==> config.mk <==
export PLATFORM = sky130hd
export DESIGN_NAME = i2c_xfer_len_ctrl
export DESIGN_NICKNAME = d
export VERILOG_FILES = /design/src/rtl/xfer_len_pkg.sv /design/src/rtl/xfer_count_unit.sv /design/src/rtl/xfer_irq_unit.sv /design/src/rtl/xfer_load_guard.sv /design/src/rtl/xfer_eoc_fsm.sv /design/src/rtl/i2c_xfer_len_ctrl.sv
export SDC_FILE = /design/constraint.sdc
export NUM_CORES = 1
export LEC_CHECK = 0
export BUFFER_PORTS_ARGS = -buffer_cell sky130_fd_sc_hd__buf_2
export CORE_MARGIN = 2
export CORE_UTILIZATION = 46
export DETAILED_ROUTE_END_ITERATION = 7
export PLACE_DENSITY = 0.79
export SYNTH_ARGS = -nofsm -noshare
export SYNTH_HDL_FRONTEND = slang
export SYNTH_SLANG_ARGS = --single-unit
==> constraint.sdc <==
create_clock -name clk -period 2.8 [get_ports clk]
set_clock_uncertainty 0.1 [all_clocks]
set_input_delay 0.42 -clock clk [delete_from_list [all_inputs] [get_ports clk]]
set_output_delay 0.42 -clock clk [all_outputs]
set_load 0.01 [all_outputs]
==> src/rtl/xfer_len_pkg.sv <==
package xfer_len_pkg;
    typedef enum logic [1:0] {
        EOC_RUN     = 2'd0,
        EOC_STOP    = 2'd1,
        EOC_HOLD    = 2'd2,
        EOC_RESTART = 2'd3
    } eoc_state_t;

    localparam int unsigned ACK_EDGE_IDX  = 9;
    localparam int unsigned RX_LAST_IDX   = 8;
endpackage

==> src/rtl/xfer_count_unit.sv <==
module xfer_count_unit #(
    parameter int unsigned CNT_W = 16
) (
    input  logic             clk,
    input  logic             rst_n,
    input  logic             ld_en,
    input  logic [CNT_W-1:0] ld_val,
    input  logic             byte_done,
    input  logic             is_addr,
    output logic [CNT_W-1:0] cnt,
    output logic             cnt_zero,
    output logic             hit_zero
);
    localparam logic [CNT_W-1:0] CNT_ONE  = CNT_W'(1);
    localparam logic [CNT_W-1:0] CNT_NONE = '0;

    logic data_step;

    assign cnt_zero  = (cnt == CNT_NONE);
    assign data_step = byte_done && !is_addr && !ld_en && !cnt_zero;
    assign hit_zero  = data_step && (cnt == CNT_ONE);

    always_ff @(posedge clk or negedge rst_n) begin
        if (!rst_n) begin
            cnt <= CNT_NONE;
        end else if (ld_en) begin
            cnt <= ld_val;
        end else if (data_step) begin
            cnt <= cnt - CNT_ONE;
        end
    end


    count_sat_chk: assert property (@(posedge clk) disable iff (!rst_n)
        (cnt_zero && !ld_en) |=> cnt_zero);


    addr_ignored_chk: assert property (@(posedge clk) disable iff (!rst_n)
        (!ld_en && (!byte_done || is_addr)) |=> $stable(cnt));


    load_wins_chk: assert property (@(posedge clk) disable iff (!rst_n)
        ld_en |=> (cnt == $past(ld_val)));
endmodule

==> src/rtl/xfer_irq_unit.sv <==
module xfer_irq_unit #(
    parameter int unsigned AUX_N = 2
) (
    input  logic             clk,
    input  logic             rst_n,
    input  logic             hit_zero,
    input  logic             flag_clr,
    input  logic             ie_cnt,
    input  logic             ie_glob,
    input  logic [AUX_N-1:0] aux_flags,
    output logic             cnt_flag,
    output logic             agg_flag,
    output logic             irq
);
    logic cf_nxt;
    logic agg_nxt;
    logic any_aux;

    assign any_aux = |aux_flags;
    assign cf_nxt  = hit_zero || (cnt_flag && !flag_clr);
    assign agg_nxt = (hit_zero && ie_cnt) || (agg_flag && (cf_nxt || any_aux));

    always_ff @(posedge clk or negedge rst_n) begin
        if (!rst_n) begin
            cnt_flag <= 1'b0;
            agg_flag <= 1'b0;
        end else begin
            cnt_flag <= cf_nxt;
            agg_flag <= agg_nxt;
        end
    end

    assign irq = agg_flag && ie_glob;


    flag_sticky_chk: assert property (@(posedge clk) disable iff (!rst_n)
        (cnt_flag && !flag_clr) |=> cnt_flag);


    agg_hold_chk: assert property (@(posedge clk) disable iff (!rst_n)
        (agg_flag && any_aux) |=> agg_flag);
endmodule

==> src/rtl/xfer_load_guard.sv <==
module xfer_load_guard #(
    parameter int unsigned IDX_W = 4
) (
    input  logic             clk,
    input  logic             rst_n,
    input  logic             ld_en,
    input  logic             host_mode,
    input  logic             is_rx,
    input  logic             scl_fall,
    input  logic [IDX_W-1:0] bit_idx,
    input  logic             client_stretch,
    input  logic             stop_seen,
    input  logic             host_data_rdy,
    input  logic             bus_free,
    output logic             unsafe_ld
);
    import xfer_len_pkg::*;

    localparam logic [IDX_W-1:0] RX_EDGE = IDX_W'(RX_LAST_IDX);
    localparam logic [IDX_W-1:0] TX_EDGE = IDX_W'(ACK_EDGE_IDX);

    logic hazard_edge;
    logic in_window;

    assign hazard_edge = scl_fall &&
        ((is_rx && bit_idx == RX_EDGE) || (!is_rx && bit_idx == TX_EDGE));
    assign in_window = host_mode ? (host_data_rdy || bus_free)
                                 : (!client_stretch || stop_seen);

    always_ff @(posedge clk or negedge rst_n) begin
        if (!rst_n) begin
            unsafe_ld <= 1'b0;
        end else if (ld_en) begin
            unsafe_ld <= hazard_edge || !in_window;
        end
    end


    guard_hold_chk: assert property (@(posedge clk) disable iff (!rst_n)
        !ld_en |=> $stable(unsafe_ld));
endmodule

==> src/rtl/xfer_eoc_fsm.sv <==
module xfer_eoc_fsm #(
    parameter int unsigned IDX_W = 4
) (
    input  logic             clk,
    input  logic             rst_n,
    input  logic             host_mode,
    input  logic             cnt_zero,
    input  logic             restart_en,
    input  logic             scl_fall,
    input  logic [IDX_W-1:0] bit_idx,
    input  logic             start_set,
    output logic             stop_req,
    output logic             restart_req,
    output logic             stretch_req,
    output logic             start_bit
);
    import xfer_len_pkg::*;

    localparam logic [IDX_W-1:0] ACK_EDGE = IDX_W'(ACK_EDGE_IDX);

    eoc_state_t state_q;
    eoc_state_t state_d;
    logic       eoc_edge;

    assign eoc_edge = host_mode && cnt_zero && scl_fall && (bit_idx == ACK_EDGE);

    always_comb begin
        state_d = state_q;
        unique case (state_q)
            EOC_RUN:     if (eoc_edge) state_d = restart_en ? EOC_HOLD : EOC_STOP;
            EOC_STOP:    state_d = EOC_RUN;
            EOC_HOLD:    if (start_bit) state_d = EOC_RESTART;
            EOC_RESTART: state_d = EOC_RUN;
            default:     state_d = EOC_RUN;
        endcase
    end

    always_ff @(posedge clk or negedge rst_n) begin
        if (!rst_n) begin
            state_q   <= EOC_RUN;
            start_bit <= 1'b0;
        end else begin
            state_q   <= state_d;
            start_bit <= start_set || (start_bit && (state_q != EOC_RESTART));
        end
    end

    always_comb begin
        stop_req    = 1'b0;
        restart_req = 1'b0;
        stretch_req = 1'b0;
        unique case (state_q)
            EOC_RUN:     ;
            EOC_STOP:    stop_req    = 1'b1;
            EOC_HOLD:    stretch_req = 1'b1;
            EOC_RESTART: restart_req = 1'b1;
            default:     ;
        endcase
    end


    stop_pulse_chk: assert property (@(posedge clk) disable iff (!rst_n)
        stop_req |=> !stop_req);


    restart_pulse_chk: assert property (@(posedge clk) disable iff (!rst_n)
        restart_req |=> !restart_req);


    stretch_hold_chk: assert property (@(posedge clk) disable iff (!rst_n)
        (stretch_req && !start_bit) |=> stretch_req);


    one_request_chk: assert property (@(posedge clk) disable iff (!rst_n)
        $onehot0({stop_req, restart_req, stretch_req}));
endmodule

==> src/rtl/i2c_xfer_len_ctrl.sv <==
module i2c_xfer_len_ctrl #(
    parameter int unsigned CNT_W = 16,
    parameter int unsigned IDX_W = 4,
    parameter int unsigned AUX_N = 2
) (
    input  logic             clk,
    input  logic             rst_n,
    input  logic             ld_en,
    input  logic [CNT_W-1:0] ld_val,
    input  logic             byte_done,
    input  logic             is_addr,
    input  logic             is_rx,
    input  logic             host_mode,
    input  logic             scl_fall,
    input  logic [IDX_W-1:0] bit_idx,
    input  logic             ack_norm,
    input  logic             ack_eoc,
    input  logic             restart_en,
    input  logic             start_set,
    input  logic             ie_cnt,
    input  logic             ie_glob,
    input  logic             cnt_flag_clr,
    input  logic [AUX_N-1:0] aux_flags,
    input  logic             client_stretch,
    input  logic             stop_seen,
    input  logic             host_data_rdy,
    input  logic             bus_free,
    output logic [CNT_W-1:0] count,
    output logic             ack_val,
    output logic             stop_req,
    output logic             restart_req,
    output logic             stretch_req,
    output logic             start_bit,
    output logic             cnt_flag,
    output logic             agg_flag,
    output logic             irq,
    output logic             unsafe_ld
);
    logic cnt_zero;
    logic hit_zero;

    xfer_count_unit #(.CNT_W(CNT_W)) u_count (
        .clk(clk), .rst_n(rst_n), .ld_en(ld_en), .ld_val(ld_val),
        .byte_done(byte_done), .is_addr(is_addr),
        .cnt(count), .cnt_zero(cnt_zero), .hit_zero(hit_zero)
    );

    xfer_irq_unit #(.AUX_N(AUX_N)) u_irq (
        .clk(clk), .rst_n(rst_n), .hit_zero(hit_zero), .flag_clr(cnt_flag_clr),
        .ie_cnt(ie_cnt), .ie_glob(ie_glob), .aux_flags(aux_flags),
        .cnt_flag(cnt_flag), .agg_flag(agg_flag), .irq(irq)
    );

    xfer_load_guard #(.IDX_W(IDX_W)) u_guard (
        .clk(clk), .rst_n(rst_n), .ld_en(ld_en), .host_mode(host_mode),
        .is_rx(is_rx), .scl_fall(scl_fall), .bit_idx(bit_idx),
        .client_stretch(client_stretch), .stop_seen(stop_seen),
        .host_data_rdy(host_data_rdy), .bus_free(bus_free),
        .unsafe_ld(unsafe_ld)
    );

    xfer_eoc_fsm #(.IDX_W(IDX_W)) u_eoc (
        .clk(clk), .rst_n(rst_n), .host_mode(host_mode), .cnt_zero(cnt_zero),
        .restart_en(restart_en), .scl_fall(scl_fall), .bit_idx(bit_idx),
        .start_set(start_set), .stop_req(stop_req), .restart_req(restart_req),
        .stretch_req(stretch_req), .start_bit(start_bit)
    );

    assign ack_val = cnt_zero ? ack_eoc : ack_norm;


    ack_select_chk: assert property (@(posedge clk) disable iff (!rst_n)
        (count != '0) |-> (ack_val == ack_norm));


    irq_gate_chk: assert property (@(posedge clk) disable iff (!rst_n)
        irq |-> (agg_flag && ie_glob));
endmodule

-- Yosys cells after proc, flatten, opt, wreduce, memory -nomap -nowiden
Index checks and enable logic that the tools add are counted.
- register bits: 22
- input port bits: 41
- output and inout bits: 25
- logic and storage cells: 63
- $add $sub $neg: 1
- eq/ne operators: 9
- muxes and demuxes: 11
- reduce and logical (&&, ||, !) cells: 36
- operator list (cell ; number):
    two-way mux 16 bit ; 2
    == test 16 x 1 -> 1 bit (second input constant) ; 1
    logical NOT 16 bit ; 1
    subtractor 16 x 1 -> 16 bit (second input constant) ; 1
    logical AND 1 bit ; 15
    == test 4 bit (second input constant) ; 2
    logical OR 1 bit ; 8
    logical NOT 1 bit ; 7
    two-way mux 2 bit ; 3
    case mux 2 bit (3 select lines) ; 1
    two-way mux 1 bit ; 5
    == test 2 bit (second input constant) ; 2
    inequality test 2 x 1 -> 1 bit (second input constant) ; 2
    OR reduction 2 bit ; 2
    == test 2 x 1 -> 1 bit (second input constant) ; 1
    logical NOT 2 bit ; 1
    inequality test 2 bit (second input constant) ; 1
    AND reduction 2 bit ; 1
    nonzero test 2 bit ; 1

-- Longest topological paths before layout
Gate-level depths: netlist (run 1).
- depth after elaboration: 9
- gate-level depth with buffers: 7
- mapped depth without buffers: 6

-- Modules after synthesis
Synthesis (run 1) repeated with hierarchy kept, for this count alone.
- cell total of the unflattened synthesis: 170
- area total of the unflattened synthesis: 1493.9 um^2
- by module, submodules not included (module ; times used ; cells an instance ; area an instance (um^2) ; seq. area each (um^2)):
    xfer_count_unit ; 1 ; 137 ; 1133.6 ; 400.4
    xfer_eoc_fsm ; 1 ; 15 ; 165.2 ; 75.1
    xfer_irq_unit ; 1 ; 9 ; 98.8 ; 50.0
    xfer_load_guard ; 1 ; 8 ; 81.3 ; 25.0
    i2c_xfer_len_ctrl ; 1 ; 1 ; 15.0 ; 0.0

-- Worst setup path before layout (run 1)
No wires, ideal clock.
- path kind: reg-to-output
- start point: register u_count.cnt[8]
- end point: output port ack_val
- arrival time: 2.050 ns
- required time: 2.280 ns
- path slack: 0.230 ns
- stages on the path, launching flop included: 6
- buffers on the path: 1
- cells stage by stage: dfrtp_1 -> or4_1 -> buf_2 -> or3_1 -> nor3_2 -> mux2_2
- longest elaborated chain between the ends: 2
- ends and longest elaborated chain (what ; RTL line ; text):
    start, declared ; xfer_count_unit.sv:10 ; output logic [CNT_W-1:0] cnt,
    start signal, assigned ; xfer_count_unit.sv:27 ; cnt <= ld_val;
    start signal, assigned ; xfer_count_unit.sv:29 ; cnt <= cnt - CNT_ONE;
    logical NOT 16 bit ; xfer_count_unit.sv:19 ; assign cnt_zero = (cnt == CNT_NONE);
    two-way mux 1 bit ; i2c_xfer_len_ctrl.sv:69 ; assign ack_val = cnt_zero ? ack_eoc : ack_norm;
    end, declared ; i2c_xfer_len_ctrl.sv:29 ; output logic ack_val,
Every way passes these cells.

-- Final worst setup path (run 1)
- start point: register u_count.cnt[14]
- end point: output port ack_val
Same word-level chain as after synthesis.

==> flow_summary.toml, run 1 <==
[final_layout]
layout-drive-gt1-share = 0.380
fin_nets = 280
num-fill-cells = 270
antenna-diode-count = 0
design_area_um2 = 1910
area.growth.synth_to_final_pct = 32.4

[min_path]
hold_depth = 2
hold_path.class = "input pin to flop"

[setup_path]
path_cells = "or4_4 -> or3_4 -> nor3_4 -> mux2_4 -> buf_6"
crit_type = "flop to primary output"
critPathLaunchType = "flop"
endpoint_kind = "primary output"
critPathSlowestCell = "or4_4"
required_ns = 2.28
max_stage_delay_ns = 0.57
critPathBufInv = 1
path_max_fanout = 5
cp_top_family = "simple AND/OR/NAND/NOR gates"
r2r_cells = 5
worstPathArrival_ns = 2.32
path_depth = 5

[power_and_ir_drop]
p_per_area_nw_per_um2 = 373
ir_worst_vdd_v = 0.000258
p_leak_nw = 0.870

[sta]
fin_ws_ns = -0.0379
whs_ns = 0.186
timing.final.crit_share = 1.01
finalCriticalPeriod_ns = 2.84
final_hold_viol_count = 0
finalSetupTns_ns = -0.0379
slew_viol_final = 0
fmax_mhz = 352
setup_violations = 1
rsz0062_at_grt = "true"
max_slew_margin = 0.663
tightest_slew_ns = 0.498

[floorplanning]
die_y_um = 60.0
core_um2 = 3000
num_rows = 20
die_w_um = 60.0
io_pins = 66
start_util = 0.480
die_area_um2 = 3590

[logic_synthesis]
ys_top_cells_by_count = "dfrtp_1 (22), nor2_1 (20), a31oi_1 (9), or4_1 (9), nand3_1 (8)"
yosys.area_share.xor_xnor = 0.00608
synthCells = 163
synth_simple_gate_area_frac = 0.311
synth_nets = 207
synth_top_area_frac = 0.382
synth.most_common_cell = "dfrtp_1"
syn-cell-area_um2 = 1440
synth_warnings = 0
postSynthAreaPerCell_um2 = 8.84
synth_fa_ha_area_frac = 0.0261
synth_mux_area_frac = 0.0156
yosysSeqAreaShare = 0.382
yosys.area.top_type = "dfrtp_1"
yosys_register_bits = 22
ys.flop_type = "dfrtp_1"
synth_edf_count = 0
synth_top_cells_by_area = "dfrtp_1 (38%), nor2_1 (5.2%), or4_1 (4.7%)"
synth_cell_type_count = 44
ys_async_sr_fraction = 1.00
synth_top_family_by_area = "simple AND/OR/NAND/NOR gates"
synth_compound_area_frac = 0.221

[global_route]
antenna_found_initial = 0
grt_use_total = 0.226
grt_pass1_vias = 1412
overflow = 0
grt_max_degree = 25
grt_pass1_wl_um = 6180

[clocking]
cts_tree = "done"
clock_latency_ns = 0.31
cts_buffers = 3
clockRootBuffer = "clkbuf_4"
cts.path.max_buffers = 2
h-tree-depth = 1
clk_pin_slew_ns = 0.12
cts_num_sinks = 22

[routing]
vias = 1572
antenna_left = 0
drcViolationCount = 0
vias_per_cell = 5.89
avgRoutedWirePerCell_um = 14.3
drt-total-wl_um = 3810
drtPass1Iterations = 4
drt_iter0_markers = 89

[place]
dp_hpwl_um = 2840
globalplace.congestion = 0.791
portBuffers = 65
placed_area_um2 = 1840
pre_cts_ws_ns = 0.184

[outcome]
violations = "setup timing"
status = "complete, but fails checks"

[run]
drv_cap = 0
==> worst register-to-register path, stage by stage, from the launching register on <==
cell and delay (ns):
dfrtp_1 0.41, or4_1 0.55, buf_4 0.19, or4_1 0.41, or4_1 0.40, a31oi_1 0.18
==> kinds of logic after synthesis <==
logic type / Yosys count
fa+ha+maj: 3
simple gates: 77
compound gates: 44
buf+inv: 14
flops: 22
xor+xnor: 1
mux: 2
==> final timing paths <==
check                                                to                    startpoint  slack, ns
setup / recovery                                ack_val   u_count.cnt[14]$_DFFE_PN0P_      -0.04
hold / removal                u_eoc.start_bit$_DFF_PN0_                     start_set       0.19
setup reg to reg            u_count.cnt[15]$_DFFE_PN0P_    u_count.cnt[8]$_DFFE_PN0P_       0.50
hold reg to reg            u_eoc.state_q[0]$_DFFE_PN0P_  u_eoc.state_q[0]$_DFFE_PN0P_       0.41
max in group asynchronous    u_count.cnt[0]$_DFFE_PN0P_                         rst_n       1.75
min in group asynchronous   u_count.cnt[13]$_DFFE_PN0P_                         rst_n       0.50
==> layer usage <==
layer	global-route usage	part of all wire	vias up
li1	-	-	770
met2	0.398	0.48	61
met5	0	0	-
met4	0.0762	0.013	0
met3	0.0281	0.057	5
met1	0.285	0.45	736
==> layout by cell type (no fill, tap or decap), types with 2 or more instances in the layout <==
cell / count
buf_2: 64
dfrtp_1: 21
nor2_1: 20
a31oi_1: 9
buf_4: 9
or4_1: 8
nand3_1: 8
inv_1: 6
nand2_1: 6
a21oi_1: 6
o31ai_1: 6
nor2b_1: 4
or2_2: 3
a21o_1: 3
and2_1: 3
o21ai_0: 3
nand4b_1: 3
nand2b_1: 3
or3_1: 3
o41ai_1: 3
clkbuf_4: 3
nor3b_1: 2
and3_1: 2
a211oi_1: 2
o31a_1: 2
a221oi_1: 2
a2111o_1: 2
a22oi_1: 2
nor4_1: 2
ha_1: 2
==> power breakdown <==
part           switching, mW  internal [mW]
clock                 0.0935         0.0503
sequential            0.0308          0.343
combinational          0.102         0.0915
==> stage by stage <==
| stage | std cells | power (mW) | util |
|---|---|---|---|
| after floorplan | 163 | 0.473 | - |
| after global placement | 262 | 0.561 | 0.612 |
| after detailed placement | 262 | 0.565 | 0.612 |
| after CTS | 267 | 0.714 | 0.635 |
| after global routing | 267 | 0.756 | 0.635 |
| final | 267 | 0.711 | 0.635 |
==> timing repair <==
| item | in CTS | in global routing |
|---|---|---|
| endpoints found under the setup margin | 1 | 1 |
| endpoints found under the hold margin | 22 | 0 |
| hold buffers | 1 | 0 |
| resized for setup | 6 | 1 |
| buffers inserted | 1 | 0 |
==> final cells by class <==
type / count / area (µm²) / area share
Timing Repair Buffer: 75 / 409 / 0.215
Clock buffer: 3 / 22.5 / 0.0118
Inverter: 7 / 26.3 / 0.0138
Sequential cell: 22 / 552 / 0.289
Multi-Input combinational cell: 127 / 856 / 0.449
Tap cell: 33 / 41.3 / 0.0217
==> state kept, by name, summed over array words and instances (netlist names) <==
name	count
u_guard.unsafe_ld	1
u_eoc.start_bit	1
u_irq.agg_flag	1
u_irq.cnt_flag	1
u_eoc.state_q	2
u_count.cnt	16
Note: power is estimated with default switching activity, not from simulation.
==> inputs of run 2 (changes only) <==
ABC_AREA = 1   (was unset)
CORE_UTILIZATION = 48   (was 46)
PLACE_DENSITY = 0.8   (was 0.79)
SLEW_MARGIN = 20   (was unset)
==> run 2 against run 1 <==
Effect of this change: the flow now finishes without violations; critical path depth grew 2; final area increased by 5.8%; cell count increased by 30%; area after synthesis increased by 13%; highest routed layer unchanged.
==> flow_summary.toml, run 2 <==
[outcome]
status = "finished, final reports clean"

[logic_synthesis]
ys_top_cells_by_count = "nand2_1 (65), inv_1 (31), nor2_1 (28)"
ys_async_sr_fraction = 1.00
synth.most_common_cell = "nand2_1"
synth_top_area_frac = 0.340
synth_nets = 280
synthCells = 236
yosys.area.top_type = "dfrtp_1"
synth_top_cells_by_area = "dfrtp_1 (34%), nand2_1 (15%), inv_1 (7.2%)"
postSynthAreaPerCell_um2 = 6.87
synth_warnings = 0
yosys_register_bits = 22
synth_edf_count = 0
yosysSeqAreaShare = 0.340
synth_cell_type_count = 31
ys.flop_type = "dfrtp_1"
syn-cell-area_um2 = 1620

[sta]
whs_ns = 0.180
final_hold_viol_count = 0
max_slew_margin = 0.674
finalSetupTns_ns = 0
finalCriticalPeriod_ns = 2.28
timing.final.crit_share = 0.816
tightest_slew_ns = 0.488
rsz0062_at_grt = "false"
fmax_mhz = 438
slew_viol_final = 0
setup_violations = 0

[power_and_ir_drop]
pwr-share-comb = 0.352
p_sw_uw = 319
ir_worst_vdd_v = 0.000188
swShare = 0.380
pwr-share-clk = 0.175
p_per_area_nw_per_um2 = 416
seq_power_share = 0.473
intPower_uw = 521
p_leak_nw = 1.11

[routing]
vias = 1703
drtPass1Iterations = 4
drcViolationCount = 0
avgRoutedWirePerCell_um = 11.1
vias_per_cell = 4.89
drt-total-wl_um = 3850
antenna_left = 0
drt_iter0_markers = 68

[final_layout]
antenna-diode-count = 0
mostFrequentLayoutCells = "nand2_1 (65), buf_2 (65), inv_1 (31)"
top_regs = "u_count.cnt x16, u_eoc.state_q x2"
num-fill-cells = 323
area.growth.synth_to_final_pct = 24.6
layout-drive-gt1-share = 0.318
largest_register_ffs = 16
design_area_um2 = 2020
fin_nets = 348
top_register = "u_count.cnt"

[global_route]
grt_pass1_wl_um = 6920
antenna_found_initial = 0
grt_use_total = 0.216
grt_max_degree = 23
overflow = 0
grt_pass1_vias = 1620

[clocking]
cts-resized-gates = 0
cts.path.max_buffers = 2
cts_num_sinks = 22
clk_pin_slew_ns = 0.12
clockRootBuffer = "clkbuf_4"
post_cts_buffers = 0
cts_tree = "done"
cts_buffers = 3
clock_latency_ns = 0.31
cts_hold_buf = 1
h-tree-depth = 1

[place]
portBuffers = 65
dp_hpwl_um = 3060
globalplace.congestion = 0.840
placed_area_um2 = 1990

[setup_path]
worstPathArrival_ns = 1.76
crit_type = "flop to primary output"
endpoint_kind = "primary output"
path_max_fanout = 4
critPathLaunchType = "flop"
reg2reg_slack_ns = 0.96
required_ns = 2.28

[floorplanning]
die_y_um = 62.1
io_pins = 66
start_util = 0.493
die_w_um = 62.1
num_rows = 21
core_um2 = 3280
die_area_um2 = 3860

[run]
drv_cap = 0

[min_path]
hold_path.class = "input pin to flop"
## run 2: cell types whose count changed after synthesis, sizes merged, moves of 9 or more
cell	change
o21ai	+18
nor2	+14
nand3	+15
inv	+25
or4	-9
nand2	+64
a31oi	-9
## run 2: cell type report
| class | instances | area, µm² | share of cell area |
|---|---|---|---|
| Sequential cell | 22 | 551 | 0.273 |
| Tap cell | 46 | 57.6 | 0.0285 |
| Multi-Input combinational cell | 178 | 923 | 0.458 |
| Clock buffer | 3 | 22.5 | 0.0112 |
| Inverter | 32 | 121 | 0.0601 |
| Timing Repair Buffer | 67 | 343 | 0.170 |
## run 2: power groups by stage
stage	Clock [mW]	Sequential (mW)	Combinational (mW)
floorplan	0	0.413	0.177
global placement	0	0.403	0.293
detailed placement	0	0.403	0.296
CTS	0.153	0.397	0.299
global route	0.168	0.405	0.338
finish	0.147	0.397	0.296
## run 2: worst paths after layout
check,startpoint,end,cells after the start
worst max-delay path,u_count.cnt[0]$_DFFE_PN0P_,ack_val,7
worst min-delay path,start_set,u_eoc.start_bit$_DFF_PN0_,2
worst max register to register,u_count.cnt[0]$_DFFE_PN0P_,u_count.cnt[9]$_DFFE_PN0P_,10
worst min register to register,u_guard.unsafe_ld$_DFFE_PN0P_,u_guard.unsafe_ld$_DFFE_PN0P_,2
max in group asynchronous,rst_n,u_count.cnt[1]$_DFFE_PN0P_,2
min in group asynchronous,rst_n,u_count.cnt[15]$_DFFE_PN0P_,2
## run 2: per-layer routing
metal | global-route usage | vias up | wire (µm)
li1 | - | 894 | -
met1 | 0.286 | 750 | 1750
met2 | 0.378 | 52 | 1840
met3 | 0.0181 | 7 | 206
met4 | 0.0667 | 0 | 59
met5 | 0 | - | 0
## run 2: through the flow
| step | instances | setup slack [ns] | total power, mW | util |
|---|---|---|---|---|
| 5_1_grt | 348 | 0.445 | 0.910 | 0.614 |
| 6_report | 348 | 0.515 | 0.840 | 0.614 |
| 3_3_place_gp | 344 | 0.914 | 0.696 | 0.605 |
| 4_1_cts | 348 | 0.511 | 0.848 | 0.614 |
| 2_1_floorplan | 236 | 1.00 | 0.590 | - |
| 3_5_place_dp | 344 | 0.866 | 0.700 | 0.605 |
## run 2: cells by family after synthesis
| family | after synthesis | synth area share |
|---|---|---|
| AND/OR/NAND/NOR | 137 | 0.388 |
| flip-flops | 22 | 0.340 |
| buffers and inverters | 36 | 0.0903 |
| AO/OA/AOI/OAI | 34 | 0.135 |
| XOR/XNOR | 3 | 0.0162 |
| multiplexers | 1 | 0.00695 |
| adder cells (fa/ha/maj) | 3 | 0.0232 |
## run 2: worst max-delay path, cell delays in order, from the launching register on
cell and delay [ns]:
dfrtp_1 0.43, inv_1 0.13, ha_1 0.16, nand2_1 0.07, nor2_2 0.16, nand2_2 0.10
mux2_2 0.27, buf_2 0.13
